### config.mk
export PLATFORM = sky130hd
export DESIGN_NAME = rxdma_engine
export DESIGN_NICKNAME = d
export VERILOG_FILES = /design/src/rtl/rxdma_pkg.sv /design/src/rtl/rxdma_accept.sv /design/src/rtl/rxdma_lane_pack.sv /design/src/rtl/rxdma_irq_acc.sv /design/src/rtl/rxdma_engine.sv
export SDC_FILE = /design/constraint.sdc
export NUM_CORES = 1
export LEC_CHECK = 0
export CELL_PAD_IN_SITES_DETAIL_PLACEMENT = 0
export CELL_PAD_IN_SITES_GLOBAL_PLACEMENT = 1
export CORE_MARGIN = 2
export CORE_UTILIZATION = 40
export CTS_CLUSTER_SIZE = 25
export DETAILED_ROUTE_END_ITERATION = 7
export PLACE_DENSITY = 0.93
export REMOVE_ABC_BUFFERS = 1
export SLEW_MARGIN = 10
export SYNTH_ARGS = -nofsm -noshare
export SYNTH_HDL_FRONTEND = slang
export SYNTH_SLANG_ARGS = --single-unit
export TNS_END_PERCENT = 100
### constraint.sdc
create_clock -name clk -period 9.6 [get_ports clk]
set_input_delay 1.92 -clock clk [delete_from_list [all_inputs] [get_ports clk]]
set_output_delay 1.92 -clock clk [all_outputs]
set_load 0.01 [all_outputs]
### src/rtl/rxdma_pkg.sv
package rxdma_pkg;

  typedef enum logic [2:0] {
    ST_IDLE,
    ST_FREQ,
    ST_FCAP,
    ST_RUN,
    ST_WB_FLAGS,
    ST_WB_AFTER
  } rx_state_e;

  // descriptor word indices (behavioural: the layout is shared with software)
  localparam int W_NEXT  = 0;
  localparam int W_BUF   = 1;
  localparam int W_FLAGS = 2;
  localparam int W_AFTER = 3;

  // flag bit positions
  localparam int FLAG_LAST  = 0;
  localparam int FLAG_INTR  = 1;
  localparam int FLAG_INEOP = 2;

  // raw interrupt bits
  localparam int IRQ_W = 4;

  function automatic int unsigned min3(int unsigned a, int unsigned b, int unsigned c);
    int unsigned m;
    m = (a < b) ? a : b;
    return (m < c) ? m : c;
  endfunction

  // bytes left in the current word when the pointer has the given lane offset
  function automatic int unsigned lane_room(int unsigned bytes, int unsigned off);
    return bytes - off;
  endfunction

endpackage

### src/rtl/rxdma_accept.sv
module rxdma_accept
  import rxdma_pkg::*;
#(
  parameter int AW    = 16,
  parameter int BYTES = 4,
  parameter int OFFW  = 2,
  parameter int LW    = 3
) (
  input  logic          clk,
  input  logic          rst_n,
  input  logic          active_i,
  input  logic          take_i,
  input  logic [AW-1:0] ptr_i,
  input  logic [AW-1:0] after_i,
  input  logic [LW-1:0] len_i,
  input  logic          eop_i,
  output logic [LW-1:0] acc_o,
  output logic          full_o,
  output logic          eop_hit_o
);

  logic [AW-1:0] room;
  int unsigned   amount;

  always_comb begin
    room   = after_i - ptr_i;
    amount = active_i ? min3(32'(room), 32'(len_i),
                             lane_room(BYTES, 32'(ptr_i[OFFW-1:0]))) : 0;
    acc_o     = amount[LW-1:0];
    full_o    = active_i && (amount == 32'(room));
    eop_hit_o = active_i && eop_i && (amount == 32'(len_i));
  end

  p_acc_bound_r3: assert property (@(posedge clk) disable iff (!rst_n)
    take_i |-> (acc_o <= len_i));

endmodule

### src/rtl/rxdma_lane_pack.sv
module rxdma_lane_pack #(
  parameter int DW    = 32,
  parameter int BYTES = 4,
  parameter int OFFW  = 2,
  parameter int LW    = 3
) (
  input  logic [OFFW-1:0] off_i,
  input  logic [LW-1:0]   cnt_i,
  input  logic [DW-1:0]   data_i,
  output logic [DW-1:0]   wdata_o,
  output logic [BYTES-1:0] be_o
);

  assign wdata_o = data_i << (8 * off_i);

  for (genvar j = 0; j < BYTES; j++) begin : g_lane
    assign be_o[j] = (j >= int'(off_i)) && (j < int'(off_i) + int'(cnt_i));
  end

endmodule

### src/rtl/rxdma_irq_acc.sv
module rxdma_irq_acc
  import rxdma_pkg::*;
(
  input  logic             clk,
  input  logic             rst_n,
  input  logic [IRQ_W-1:0] set_i,
  input  logic [IRQ_W-1:0] ack_i,
  output logic [IRQ_W-1:0] raw_o,
  output logic             upd_o
);

  logic [IRQ_W-1:0] raw_next;
  logic             changed;

  assign raw_next = (raw_o & ~ack_i) | set_i;
  assign changed  = |(set_i & ~raw_o);

  always_ff @(posedge clk or negedge rst_n) begin
    if (!rst_n) begin
      raw_o <= '0;
      upd_o <= 1'b0;
    end else begin
      raw_o <= raw_next;
      upd_o <= changed;
    end
  end

  p_upd_means_change_r7: assert property (@(posedge clk) disable iff (!rst_n)
    upd_o |-> (raw_o != $past(raw_o)));

  p_set_lands_r7: assert property (@(posedge clk) disable iff (!rst_n)
    (|set_i) |=> ((raw_o & $past(set_i)) == $past(set_i)));

endmodule

### src/rtl/rxdma_engine.sv
module rxdma_engine
  import rxdma_pkg::*;
#(
  parameter int AW = 16,
  parameter int DW = 32
) (
  input  logic                  clk,
  input  logic                  rst_n,
  input  logic                  kick_i,
  input  logic [AW-1:0]         desc_ptr_i,
  input  logic                  in_valid_i,
  input  logic [DW-1:0]         in_data_i,
  input  logic [$clog2(DW/8):0] in_len_i,
  input  logic                  in_eop_i,
  output logic                  in_ready_o,
  output logic [$clog2(DW/8):0] acc_len_o,
  output logic                  mem_req_o,
  output logic                  mem_we_o,
  output logic [AW-1:0]         mem_addr_o,
  output logic [DW-1:0]         mem_wdata_o,
  output logic [DW/8-1:0]       mem_be_o,
  input  logic [DW-1:0]         mem_rdata_i,
  input  logic [3:0]            intr_ack_i,
  output logic [3:0]            intr_raw_o,
  output logic                  irq_upd_o,
  output logic                  eol_o,
  output logic                  ctx_dis_o
);

  localparam int BYTES = DW / 8;
  localparam int OFFW  = $clog2(BYTES);
  localparam int LW    = OFFW + 1;

  rx_state_e     state;
  logic [1:0]    fidx;
  logic [AW-1:0] dsc, nxt, ptr, after;
  logic [DW-1:0] flags;
  logic          close_eop_q;
  logic          eol_q, ctx_dis_q;

  // named internal events
  logic          running, take, data_wr, close_now, full, eop_hit;
  logic [LW-1:0] acc;
  logic [DW-1:0] pack_data;
  logic [BYTES-1:0] pack_be;
  logic [DW-1:0] wb_flags;
  logic [IRQ_W-1:0] irq_set;

  assign running    = (state == ST_RUN);
  assign in_ready_o = running || (state == ST_IDLE);
  assign take       = in_valid_i && in_ready_o;
  assign acc_len_o  = acc;
  assign data_wr    = take && running && (acc != '0);
  assign close_now  = take && running && (full || eop_hit);
  assign eol_o      = eol_q;
  assign ctx_dis_o  = ctx_dis_q;

  rxdma_accept #(.AW(AW), .BYTES(BYTES), .OFFW(OFFW), .LW(LW)) u_accept (
    .clk      (clk),
    .rst_n    (rst_n),
    .active_i (running),
    .take_i   (take),
    .ptr_i    (ptr),
    .after_i  (after),
    .len_i    (in_len_i),
    .eop_i    (in_eop_i),
    .acc_o    (acc),
    .full_o   (full),
    .eop_hit_o(eop_hit)
  );

  rxdma_lane_pack #(.DW(DW), .BYTES(BYTES), .OFFW(OFFW), .LW(LW)) u_pack (
    .off_i  (ptr[OFFW-1:0]),
    .cnt_i  (acc),
    .data_i (in_data_i),
    .wdata_o(pack_data),
    .be_o   (pack_be)
  );

  always_comb begin
    irq_set = '0;
    if (close_now) begin
      irq_set[0] = flags[FLAG_INTR];
      irq_set[1] = flags[FLAG_INTR];
      irq_set[3] = eop_hit;
    end
  end

  rxdma_irq_acc u_irq (
    .clk  (clk),
    .rst_n(rst_n),
    .set_i(irq_set),
    .ack_i(intr_ack_i),
    .raw_o(intr_raw_o),
    .upd_o(irq_upd_o)
  );

  always_comb begin
    wb_flags = flags;
    wb_flags[FLAG_INEOP] = flags[FLAG_INEOP] | close_eop_q;
  end

  // memory port
  always_comb begin
    mem_req_o   = 1'b0;
    mem_we_o    = 1'b0;
    mem_addr_o  = '0;
    mem_wdata_o = '0;
    mem_be_o    = '0;
    unique case (state)
      ST_FREQ: begin
        mem_req_o  = 1'b1;
        mem_addr_o = dsc + AW'(BYTES * int'(fidx));
      end
      ST_RUN: begin
        if (data_wr) begin
          mem_req_o   = 1'b1;
          mem_we_o    = 1'b1;
          mem_addr_o  = {ptr[AW-1:OFFW], {OFFW{1'b0}}};
          mem_wdata_o = pack_data;
          mem_be_o    = pack_be;
        end
      end
      ST_WB_FLAGS: begin
        mem_req_o   = 1'b1;
        mem_we_o    = 1'b1;
        mem_addr_o  = dsc + AW'(BYTES * W_FLAGS);
        mem_wdata_o = wb_flags;
        mem_be_o    = '1;
      end
      ST_WB_AFTER: begin
        mem_req_o   = 1'b1;
        mem_we_o    = 1'b1;
        mem_addr_o  = dsc + AW'(BYTES * W_AFTER);
        mem_wdata_o = DW'(ptr);
        mem_be_o    = '1;
      end
      default: ;
    endcase
  end

  // sequencing
  always_ff @(posedge clk or negedge rst_n) begin
    if (!rst_n) begin
      state       <= ST_IDLE;
      fidx        <= '0;
      dsc         <= '0;
      nxt         <= '0;
      ptr         <= '0;
      after       <= '0;
      flags       <= '0;
      close_eop_q <= 1'b0;
      eol_q       <= 1'b0;
      ctx_dis_q   <= 1'b0;
    end else begin
      ctx_dis_q <= 1'b0;
      unique case (state)
        ST_IDLE: begin
          if (kick_i) begin
            dsc   <= desc_ptr_i;
            fidx  <= '0;
            eol_q <= 1'b0;
            state <= ST_FREQ;
          end
        end
        ST_FREQ: state <= ST_FCAP;
        ST_FCAP: begin
          unique case (int'(fidx))
            W_NEXT:  nxt   <= mem_rdata_i[AW-1:0];
            W_BUF:   ptr   <= mem_rdata_i[AW-1:0];
            W_FLAGS: flags <= mem_rdata_i;
            default: after <= mem_rdata_i[AW-1:0];
          endcase
          if (int'(fidx) == W_AFTER) begin
            state <= ST_RUN;
          end else begin
            fidx  <= fidx + 2'd1;
            state <= ST_FREQ;
          end
        end
        ST_RUN: begin
          if (take) begin
            ptr <= ptr + AW'(acc);
            if (close_now) begin
              close_eop_q <= eop_hit;
              state       <= ST_WB_FLAGS;
            end
          end
        end
        ST_WB_FLAGS: state <= ST_WB_AFTER;
        ST_WB_AFTER: begin
          if (flags[FLAG_LAST]) begin
            eol_q     <= 1'b1;
            ctx_dis_q <= 1'b1;
            state     <= ST_IDLE;
          end else begin
            dsc   <= nxt;
            fidx  <= '0;
            state <= ST_FREQ;
          end
        end
        default: state <= ST_IDLE;
      endcase
    end
  end

  p_stopped_quiet_r1: assert property (@(posedge clk) disable iff (!rst_n)
    (state == ST_IDLE) |-> !mem_req_o);

  p_be_matches_acc_r4: assert property (@(posedge clk) disable iff (!rst_n)
    data_wr |-> ($countones(mem_be_o) == int'(acc_len_o)));

  p_close_writes_back_r6: assert property (@(posedge clk) disable iff (!rst_n)
    close_now |=> (mem_req_o && mem_we_o && (mem_be_o == '1)));

  p_ctx_dis_with_eol_r8: assert property (@(posedge clk) disable iff (!rst_n)
    ctx_dis_o |-> eol_o);

  p_eol_takes_nothing_r9: assert property (@(posedge clk) disable iff (!rst_n)
    (eol_o && in_valid_i && in_ready_o) |-> ((acc_len_o == '0) && !mem_req_o));

endmodule

== Word level (Yosys, flattened, before mapping) ==
Index checks and enable logic that the tools add are counted.

* Register bits: 109
* Bits in writable memories: 0
* Input port bits: 92
* Output and inout bits: 65
* Latch bits: 0
* Memory bits (read-only): 0
* Memories: 0
* Word-level logic and storage cells: 120

* Bitwise operators: 7
* Shift-type cells: 1
* Add/subtract/negate cells: 8
* Eq/ne operators: 17
* Divide/modulo/power cells: 0
* Multiply operators: 0
* Reductions and logical operators: 31
* Order comparisons: 9
* Muxes and demuxes: 35

{| class="wikitable"
|+ Operators by type and width
! kind !! number
|-
| 16-bit 2-to-1 mux || 6
|-
| 32-bit 2-to-1 mux || 3
|-
| 32-bit case mux with 3 select lines || 1
|-
| 3-bit by 32-bit less-than comparator with 1-bit output (first input constant) || 2
|-
| 16-bit case mux with 2 select lines || 2
|-
| 16-bit case mux with 4 select lines || 1
|-
| 16-bit by 4-bit adder with 16-bit output (second input constant) || 2
|-
| 32-bit by 16-bit == test with 1-bit output || 1
|-
| 32-bit by 3-bit == test with 1-bit output || 1
|-
| 1-bit by 32-bit less-than comparator with 1-bit output (first input constant) || 1
|-
| 2-bit by 32-bit less-than comparator with 1-bit output (first input constant) || 1
|-
| 32-bit less-than comparator || 1
|-
| 32-bit by 5-bit << shifter with 32-bit output || 1
|-
| 3-bit case mux with 6 select lines || 1
|-
| 16-bit by 3-bit adder with 16-bit output || 1
|-
| 16-bit by 4-bit adder with 16-bit output || 1
|-
| 16-bit by 3-bit less-than comparator with 1-bit output || 1
|-
| 16-bit subtractor || 1
|-
| 3-bit AND reduction || 5
|-
| 1-bit logical AND || 10
|-
| 2-bit 2-to-1 mux || 5
|-
| 3-bit 2-to-1 mux || 3
|-
| 4-bit bitwise AND || 2
|-
| 2-bit inequality test (second input constant) || 4
|-
| other kinds (30) || 51
|}

== Logic depth before layout (Yosys ltp) ==
* Word-level depth: 13
* Gate-level depth with buffers: 29
* Depth with buffers taken out: 28

== Hierarchy ==
Synthesis repeated with hierarchy kept, for this count alone.

* Cells, all modules: 924
* Area, all modules: 8,473.1 um^2

{| class="wikitable"
|+ Modules (own cells, without submodules)
! module !! instances !! seq. area each (um^2) !! cells an instance !! area an instance (um^2)
|-
| rxdma_engine || 1 || 2,602.5 || 604 || 6,088.3
|-
| rxdma_accept || 1 || 0.0 || 206 || 1,482.7
|-
| rxdma_lane_pack || 1 || 0.0 || 96 || 695.7
|-
| rxdma_irq_acc || 1 || 125.1 || 18 || 206.4
|}

== Least setup slack after synthesis ==
Ideal clock, no wire load.

* Path type: flip-flop to output port
* From: register ptr[1]
* To: output port mem_be_o[0]
* Arrival time: 6.311 ns
* Required time: 7.680 ns
* Setup slack: 1.369 ns
* Path buffers: 2
* Stages on the path, launching flop included: 24
* Cell sequence: dfrtp_1 > buf_1 > inv_1 > fa_1 > a211oi_2 > o211ai_1 > a21boi_1 > o21ai_1 > xor2_1 > or4_4 > or2_1 > buf_6 > mux2_4 > ha_1 > a21oi_1 > o21ai_0 > a21o_1 > a41oi_1 > ha_1 > a21oi_1 > nand2_1 > mux2_2 > o311ai_1 > nand2_1

* Longest elaborated chain between the ends: 11
* Elaborated cells on any way between the ends: 15
* Those cells by class: 3 x add/sub; 4 x order compare; 5 x mux; 3 x reduce/logical

{| class="wikitable"
|+ Ends and longest elaborated chain
! what !! RTL line !! source
|-
| from (decl) || rxdma_engine.sv:36 || <nowiki>logic [AW-1:0] dsc, nxt, ptr, after;</nowiki>
|-
| from (signal assigned) || rxdma_engine.sv:170 || <nowiki>W_BUF: ptr <= mem_rdata_i[AW-1:0];</nowiki>
|-
| from (signal assigned) || rxdma_engine.sv:183 || <nowiki>ptr <= ptr + AW'(acc);</nowiki>
|-
| 16-bit subtractor || rxdma_accept.sv:26 || <nowiki>room = after_i - ptr_i;</nowiki>
|-
| 16-bit by 3-bit less-than comparator with 1-bit output || rxdma_pkg.sv:28 || <nowiki>m = (a < b) ? a : b;</nowiki>
|-
| 16-bit 2-to-1 mux || rxdma_pkg.sv:28 ||
|-
| 32-bit less-than comparator || rxdma_pkg.sv:29 || <nowiki>return (m < c) ? m : c;</nowiki>
|-
| 32-bit 2-to-1 mux * || rxdma_pkg.sv:29 ||
|-
| 32-bit 2-to-1 mux * || rxdma_accept.sv:27 || <nowiki>amount = active_i ? min3(32'(room), 32'(len_i),</nowiki>
|-
| net acc_len_o[1] || rxdma_engine.sv:16 || <nowiki>output logic [$clog2(DW/8):0] acc_len_o,</nowiki>
|-
| 2-bit by 3-bit adder with 4-bit output || rxdma_lane_pack.sv:17 || <nowiki>assign be_o[j] = (j >= int'(off_i)) && (j < int'(off_i) + int'(cnt_i));</nowiki>
|-
| 1-bit by 32-bit less-than comparator with 1-bit output || rxdma_lane_pack.sv:17 ||
|-
| 1-bit logical AND || rxdma_lane_pack.sv:17 ||
|-
| 4-bit 2-to-1 mux * || rxdma_engine.sv:116 || <nowiki>if (data_wr) begin</nowiki>
|-
| 4-bit case mux with 2 select lines * || rxdma_engine.sv:110 || <nowiki>unique case (state)</nowiki>
|-
| to (decl) || rxdma_engine.sv:21 || <nowiki>output logic [DW/8-1:0] mem_be_o,</nowiki>
|}

The timed path passes the listed nets; every way through them passes the cells marked *.

== Worst setup path after layout ==
* From: input port in_len_i[1]
* To: output port mem_be_o[0]

* Longest elaborated chain between the ends: 10
* Elaborated cells on any way between the ends: 12
* Those cells by class: 1 x add/sub; 3 x order compare; 5 x mux; 3 x reduce/logical

{| class="wikitable"
|+ Ends and longest elaborated chain
! what !! RTL line !! source
|-
| from (decl) || rxdma_engine.sv:13 || <nowiki>input logic [$clog2(DW/8):0] in_len_i,</nowiki>
|-
| 16-bit by 3-bit less-than comparator with 1-bit output || rxdma_pkg.sv:28 ||
|-
| 16-bit 2-to-1 mux * || rxdma_pkg.sv:28 ||
|-
| 32-bit less-than comparator || rxdma_pkg.sv:29 ||
|-
| 32-bit 2-to-1 mux * || rxdma_pkg.sv:29 ||
|-
| 32-bit 2-to-1 mux * || rxdma_accept.sv:27 ||
|-
| 2-bit by 3-bit adder with 4-bit output || rxdma_lane_pack.sv:17 ||
|-
| 1-bit by 32-bit less-than comparator with 1-bit output || rxdma_lane_pack.sv:17 ||
|-
| 1-bit logical AND || rxdma_lane_pack.sv:17 ||
|-
| 4-bit 2-to-1 mux * || rxdma_engine.sv:116 ||
|-
| 4-bit case mux with 2 select lines * || rxdma_engine.sv:110 ||
|}

Mark *: on every way between the ends. The rest lies on a longest branch, timed or not.

==> flow_summary.html <==
<table>
<tr><th>Metric</th><th>Value</th></tr>
<tr><th colspan="2">Logic synthesis</th></tr>
<tr><td>Mapped Cells</td><td>864</td></tr>
<tr><td>Number of distinct library cells after synthesis</td><td>72</td></tr>
<tr><td>Number of synthesized flops with an enable pin</td><td>0</td></tr>
<tr><td>Synthesized-area fraction occupied by ao, oa, aoi and oai cells</td><td>0.221</td></tr>
<tr><td>Fraction of synthesized cell area in xor and xnor cells</td><td>0.0102</td></tr>
<tr><td>Sequential share of the synthesized area</td><td>0.353</td></tr>
<tr><td>Largest family of logic cells by synthesized area</td><td>compound AO/OA/AOI/OAI gates</td></tr>
<tr><td>Dominant register cell in the synthesized netlist</td><td>dfrtp_1</td></tr>
<tr><td>Count of state elements after synthesis</td><td>109</td></tr>
<tr><td>Synthesis warning total</td><td>0</td></tr>
<tr><td>Share of synthesized cell area in and, or, nand and nor gates</td><td>0.144</td></tr>
<tr><td>Share of synthesized area spent on multiplexers</td><td>0.166</td></tr>
<tr><td>Post-synthesis adder-cell area fraction</td><td>0.0612</td></tr>
<tr><td>Share of flip-flops with an asynchronous set or reset after synthesis</td><td>1.00</td></tr>
<tr><td>Mapped cell area</td><td>0.00772 mm2</td></tr>
<tr><td>Avg Cell Area, Syn</td><td>8.94 um2</td></tr>
<tr><th colspan="2">Layout</th></tr>
<tr><td>Top library cells by usage in the layout, fill and taps aside</td><td>clkdlybuf4s50_1, dfrtp_1, nand2_1</td></tr>
<tr><td>Area growth from synthesis to layout</td><td>26.8%</td></tr>
<tr><td>Antenna fix cells</td><td>0</td></tr>
<tr><td>Final-layout fill cell count</td><td>approximately 1700</td></tr>
<tr><td>Leading cell type in the layout, fill and taps excluded</td><td>clkdlybuf4s50_1</td></tr>
<tr><td>Layout cells sized above 1</td><td>0.104</td></tr>
<tr><td>Nets</td><td>1122</td></tr>
<tr><th colspan="2">Timing</th></tr>
<tr><td>Hold Vio Cnt, Final</td><td>0</td></tr>
<tr><td>Final cycle utilization of the critical path</td><td>0.964</td></tr>
<tr><td>Worst Tran Pin Value</td><td>1.09 ns</td></tr>
<tr><td>Worst relative slew slack</td><td>0.269</td></tr>
<tr><td>Crit path time final</td><td>9.26 ns</td></tr>
<tr><td>Fmax</td><td>0.108 GHz</td></tr>
<tr><td>Hold slack final</td><td>roughly 0.5 ns</td></tr>
<tr><td>Worst setup margin</td><td>0.342 ns</td></tr>
<tr><td>Max Transition Viols Final</td><td>0</td></tr>
<tr><td>Clock tree skew after final layout</td><td>0.0136 ns</td></tr>
<tr><td>Setup-violating endpoint count in the final report</td><td>0</td></tr>
<tr><th colspan="2">Detailed routing</th></tr>
<tr><td>Vias after detailed routing</td><td>roughly 7300</td></tr>
<tr><td>Count of unresolved DRC violations after routing</td><td>0</td></tr>
<tr><td>Routed wire length</td><td>approximately 25 mm</td></tr>
<tr><td>Routed vias/inst</td><td>5.83</td></tr>
<tr><td>DRC marker count from the first detailed-route iteration</td><td>592</td></tr>
<tr><td>Number of iterations in the first detailed-routing pass</td><td>5</td></tr>
<tr><td>Antenna Nets Post-Route</td><td>0</td></tr>
<tr><td>Routed wirelength normalized by instance count</td><td>19.6 um</td></tr>
<tr><th colspan="2">Critical path</th></tr>
<tr><td>Critical path arrival</td><td>7.34 ns</td></tr>
<tr><td>Kind of capture point of the worst setup path</td><td>primary output</td></tr>
<tr><td>Kind of launch point of the worst setup path</td><td>primary input</td></tr>
<tr><td>Critical Path RT</td><td>7.68 ns</td></tr>
<tr><td>Critical path peak fanout</td><td>7</td></tr>
<tr><td>Worst setup path category</td><td>in2out</td></tr>
<tr><th colspan="2">Placement</th></tr>
<tr><td>Global placer's final weighted congestion</td><td>0.943</td></tr>
<tr><td>Post-detailed-placement half-perimeter wirelength</td><td>around 19 mm</td></tr>
<tr><td>Worst slack after detailed placement</td><td>0.323 ns</td></tr>
<tr><td>IO Port Bufs</td><td>156</td></tr>
<tr><th colspan="2">Clocking</th></tr>
<tr><td>Root buffer cell</td><td>clkbuf_16</td></tr>
<tr><td>Cts-stage hold buffer count</td><td>0</td></tr>
<tr><td>Clock tree from TritonCTS</td><td>done</td></tr>
<tr><td>Clock Latency Late Sink</td><td>0.36 ns</td></tr>
<tr><td>Clock slew at reported path FFs</td><td>0.07 ns</td></tr>
<tr><td>Num CTS Buffers</td><td>9</td></tr>
<tr><td>Clk sink count</td><td>109</td></tr>
<tr><td>H-Tree Depth</td><td>3</td></tr>
<tr><td>Largest buffer count on any clock path</td><td>2</td></tr>
<tr><th colspan="2">Global route</th></tr>
<tr><td>Final global-route overflow total</td><td>0</td></tr>
<tr><td>Number of global-route vias before repair</td><td>6891</td></tr>
<tr><td>Wire length of the first global-routing pass</td><td>37.7 mm</td></tr>
<tr><td>Pin count of the biggest net entering global routing</td><td>66</td></tr>
<tr><td>Total routing usage reported by global routing</td><td>0.236</td></tr>
<tr><td>Antenna violations before repair</td><td>0</td></tr>
<tr><th colspan="2">Pwr</th></tr>
<tr><td>Total design power</td><td>approximately 3.4 mW</td></tr>
<tr><td>Power Density</td><td>349 mW/mm2</td></tr>
<tr><td>Peak ir drop on the vdd network</td><td>193 uV</td></tr>
<tr><td>Leakage power summed over all cells</td><td>4.28 nW</td></tr>
<tr><th colspan="2">Floorplanning</th></tr>
<tr><td>DIE AREA</td><td>0.0204 mm2</td></tr>
<tr><td>Standard-cell rows</td><td>50</td></tr>
<tr><td>Effective utilization at floorplan</td><td>0.410</td></tr>
<tr><td>Count of boundary I/O pins</td><td>157</td></tr>
<tr><td>Die boundary width</td><td>143 um</td></tr>
<tr><td>Core region area</td><td>0.0188 mm2</td></tr>
<tr><td>Die H</td><td>143 um</td></tr>
<tr><th colspan="2">Outcome</th></tr>
<tr><td>Run status</td><td>finished clean</td></tr>
<tr><th colspan="2">Hold path</th></tr>
<tr><td>Classification of the worst-slack hold path</td><td>reg2reg</td></tr>
<tr><th colspan="2">Job</th></tr>
<tr><td>Max_cap viols</td><td>0</td></tr>
</table>
registers in the layout, indices dropped and copies added, names as in the netlist, 2 cells and up:
signal / flops
u_irq.raw_o: 4
flags: 32
dsc: 16
fidx: 2
ptr: 16
nxt: 16
after: 16
state: 3
kinds of logic after synthesis:
group           count (synthesis)
mux                           120
buf+inv                        86
flops                         109
simple gates                  242
fa+ha+maj                      36
compound gates                262
xor+xnor                        9
report_power, final:
group,internal (mW),switching (mW)
logic,0.960,1.27
clock network,0.178,0.181
registers,0.655,0.175
total,1.79,1.63
critical path, cell delays in order:
cell and delay (ns):
clkdlybuf4s50_1 0.53, inv_1 0.07, ha_1 0.28, a21boi_0 0.12
o21ai_0 0.21, nor2b_1 0.22, nand3_1 0.15, or2_1 0.36
nand2_1 0.17, nand2_1 0.07, ha_1 0.32, o21ai_0 0.32
nor2_1 0.10, o21ai_0 0.15, o21a_1 0.25, a41oi_2 0.17
buf_4 0.22, fa_1 0.49, mux2_2 0.33, o311ai_1 0.23
nand2_1 0.12, clkdlybuf4s50_1 0.55
cells in the mapped netlist (6+ instances only):
master | instances | share of area
nand3_1 | 24 | 0.016
mux2i_1 | 56 | 0.073
o22ai_1 | 22 | 0.018
nand2_1 | 87 | 0.042
inv_1 | 39 | 0.019
a22oi_1 | 6 | 0.0058
nor2_1 | 67 | 0.033
nor3_1 | 14 | 0.0091
a21oi_1 | 81 | 0.052
mux2_2 | 63 | 0.092
o21ai_0 | 60 | 0.039
o2bb2ai_1 | 7 | 0.0079
nor2b_1 | 8 | 0.0065
o221ai_1 | 7 | 0.0079
a21boi_0 | 6 | 0.0058
a31oi_1 | 8 | 0.0065
and3_1 | 11 | 0.0089
ha_1 | 33 | 0.053
a32o_1 | 9 | 0.012
clkbuf_1 | 37 | 0.018
dfrtp_1 | 109 | 0.35
path summary, 6_finish.rpt:
check | to | slack [ns] | depth (start not counted) | from
worst min register to register | u_irq.upd_o | 0.50 | 1 | u_irq.raw_o[3]
min in group asynchronous | flags[30] | 1.55 | 1 | rst_n
worst min-delay path | u_irq.upd_o | 0.50 | 1 | u_irq.raw_o[3]
max in group asynchronous | after[10] | 6.78 | 2 | rst_n
worst max register to register | ptr[15] | 3.06 | 26 | after[0]
worst max-delay path | mem_be_o[0] | 0.34 | 22 | in_len_i[1]
layout make-up:
type / instances / area [um2] / share of cell area
Sequential cell: 109 / 2730 / 0.278
Clock buffer: 10 / 229 / 0.0234
Timing Repair Buffer: 165 / 1630 / 0.166
Tap cell: 260 / 325 / 0.0332
Inverter: 39 / 146 / 0.0149
Multi-Input combinational cell: 670 / 4700 / 0.480
Clock inverter: 5 / 43.8 / 0.00447
metal layers:
layer,part of all wire,track usage,wire length (um)
met3,0.078,0.0402,1930
met1,0.44,0.327,11000
met2,0.45,0.380,11200
met4,0.023,0.0657,567
met5,0,0,0
through the flow:
| stage | TNS, ns | instance area [um2] | std cells | util |
|---|---|---|---|---|
| after floorplan | 0 | 7530 | 817 | - |
| after global placement | 0 | 9480 | 1242 | 0.504 |
| after detailed placement | 0 | 9480 | 1242 | 0.504 |
| after CTS | 0 | 9760 | 1257 | 0.518 |
| after global routing | -0.00307 | 9800 | 1258 | 0.520 |
| final | 0 | 9800 | 1258 | 0.520 |
timing repair:
item | in CTS | in global routing
endpoints found under the setup margin | 0 | 21
setup buffers | 0 | 0
gates resized for setup | 0 | 3
Note: power is estimated with default switching activity, not from simulation.
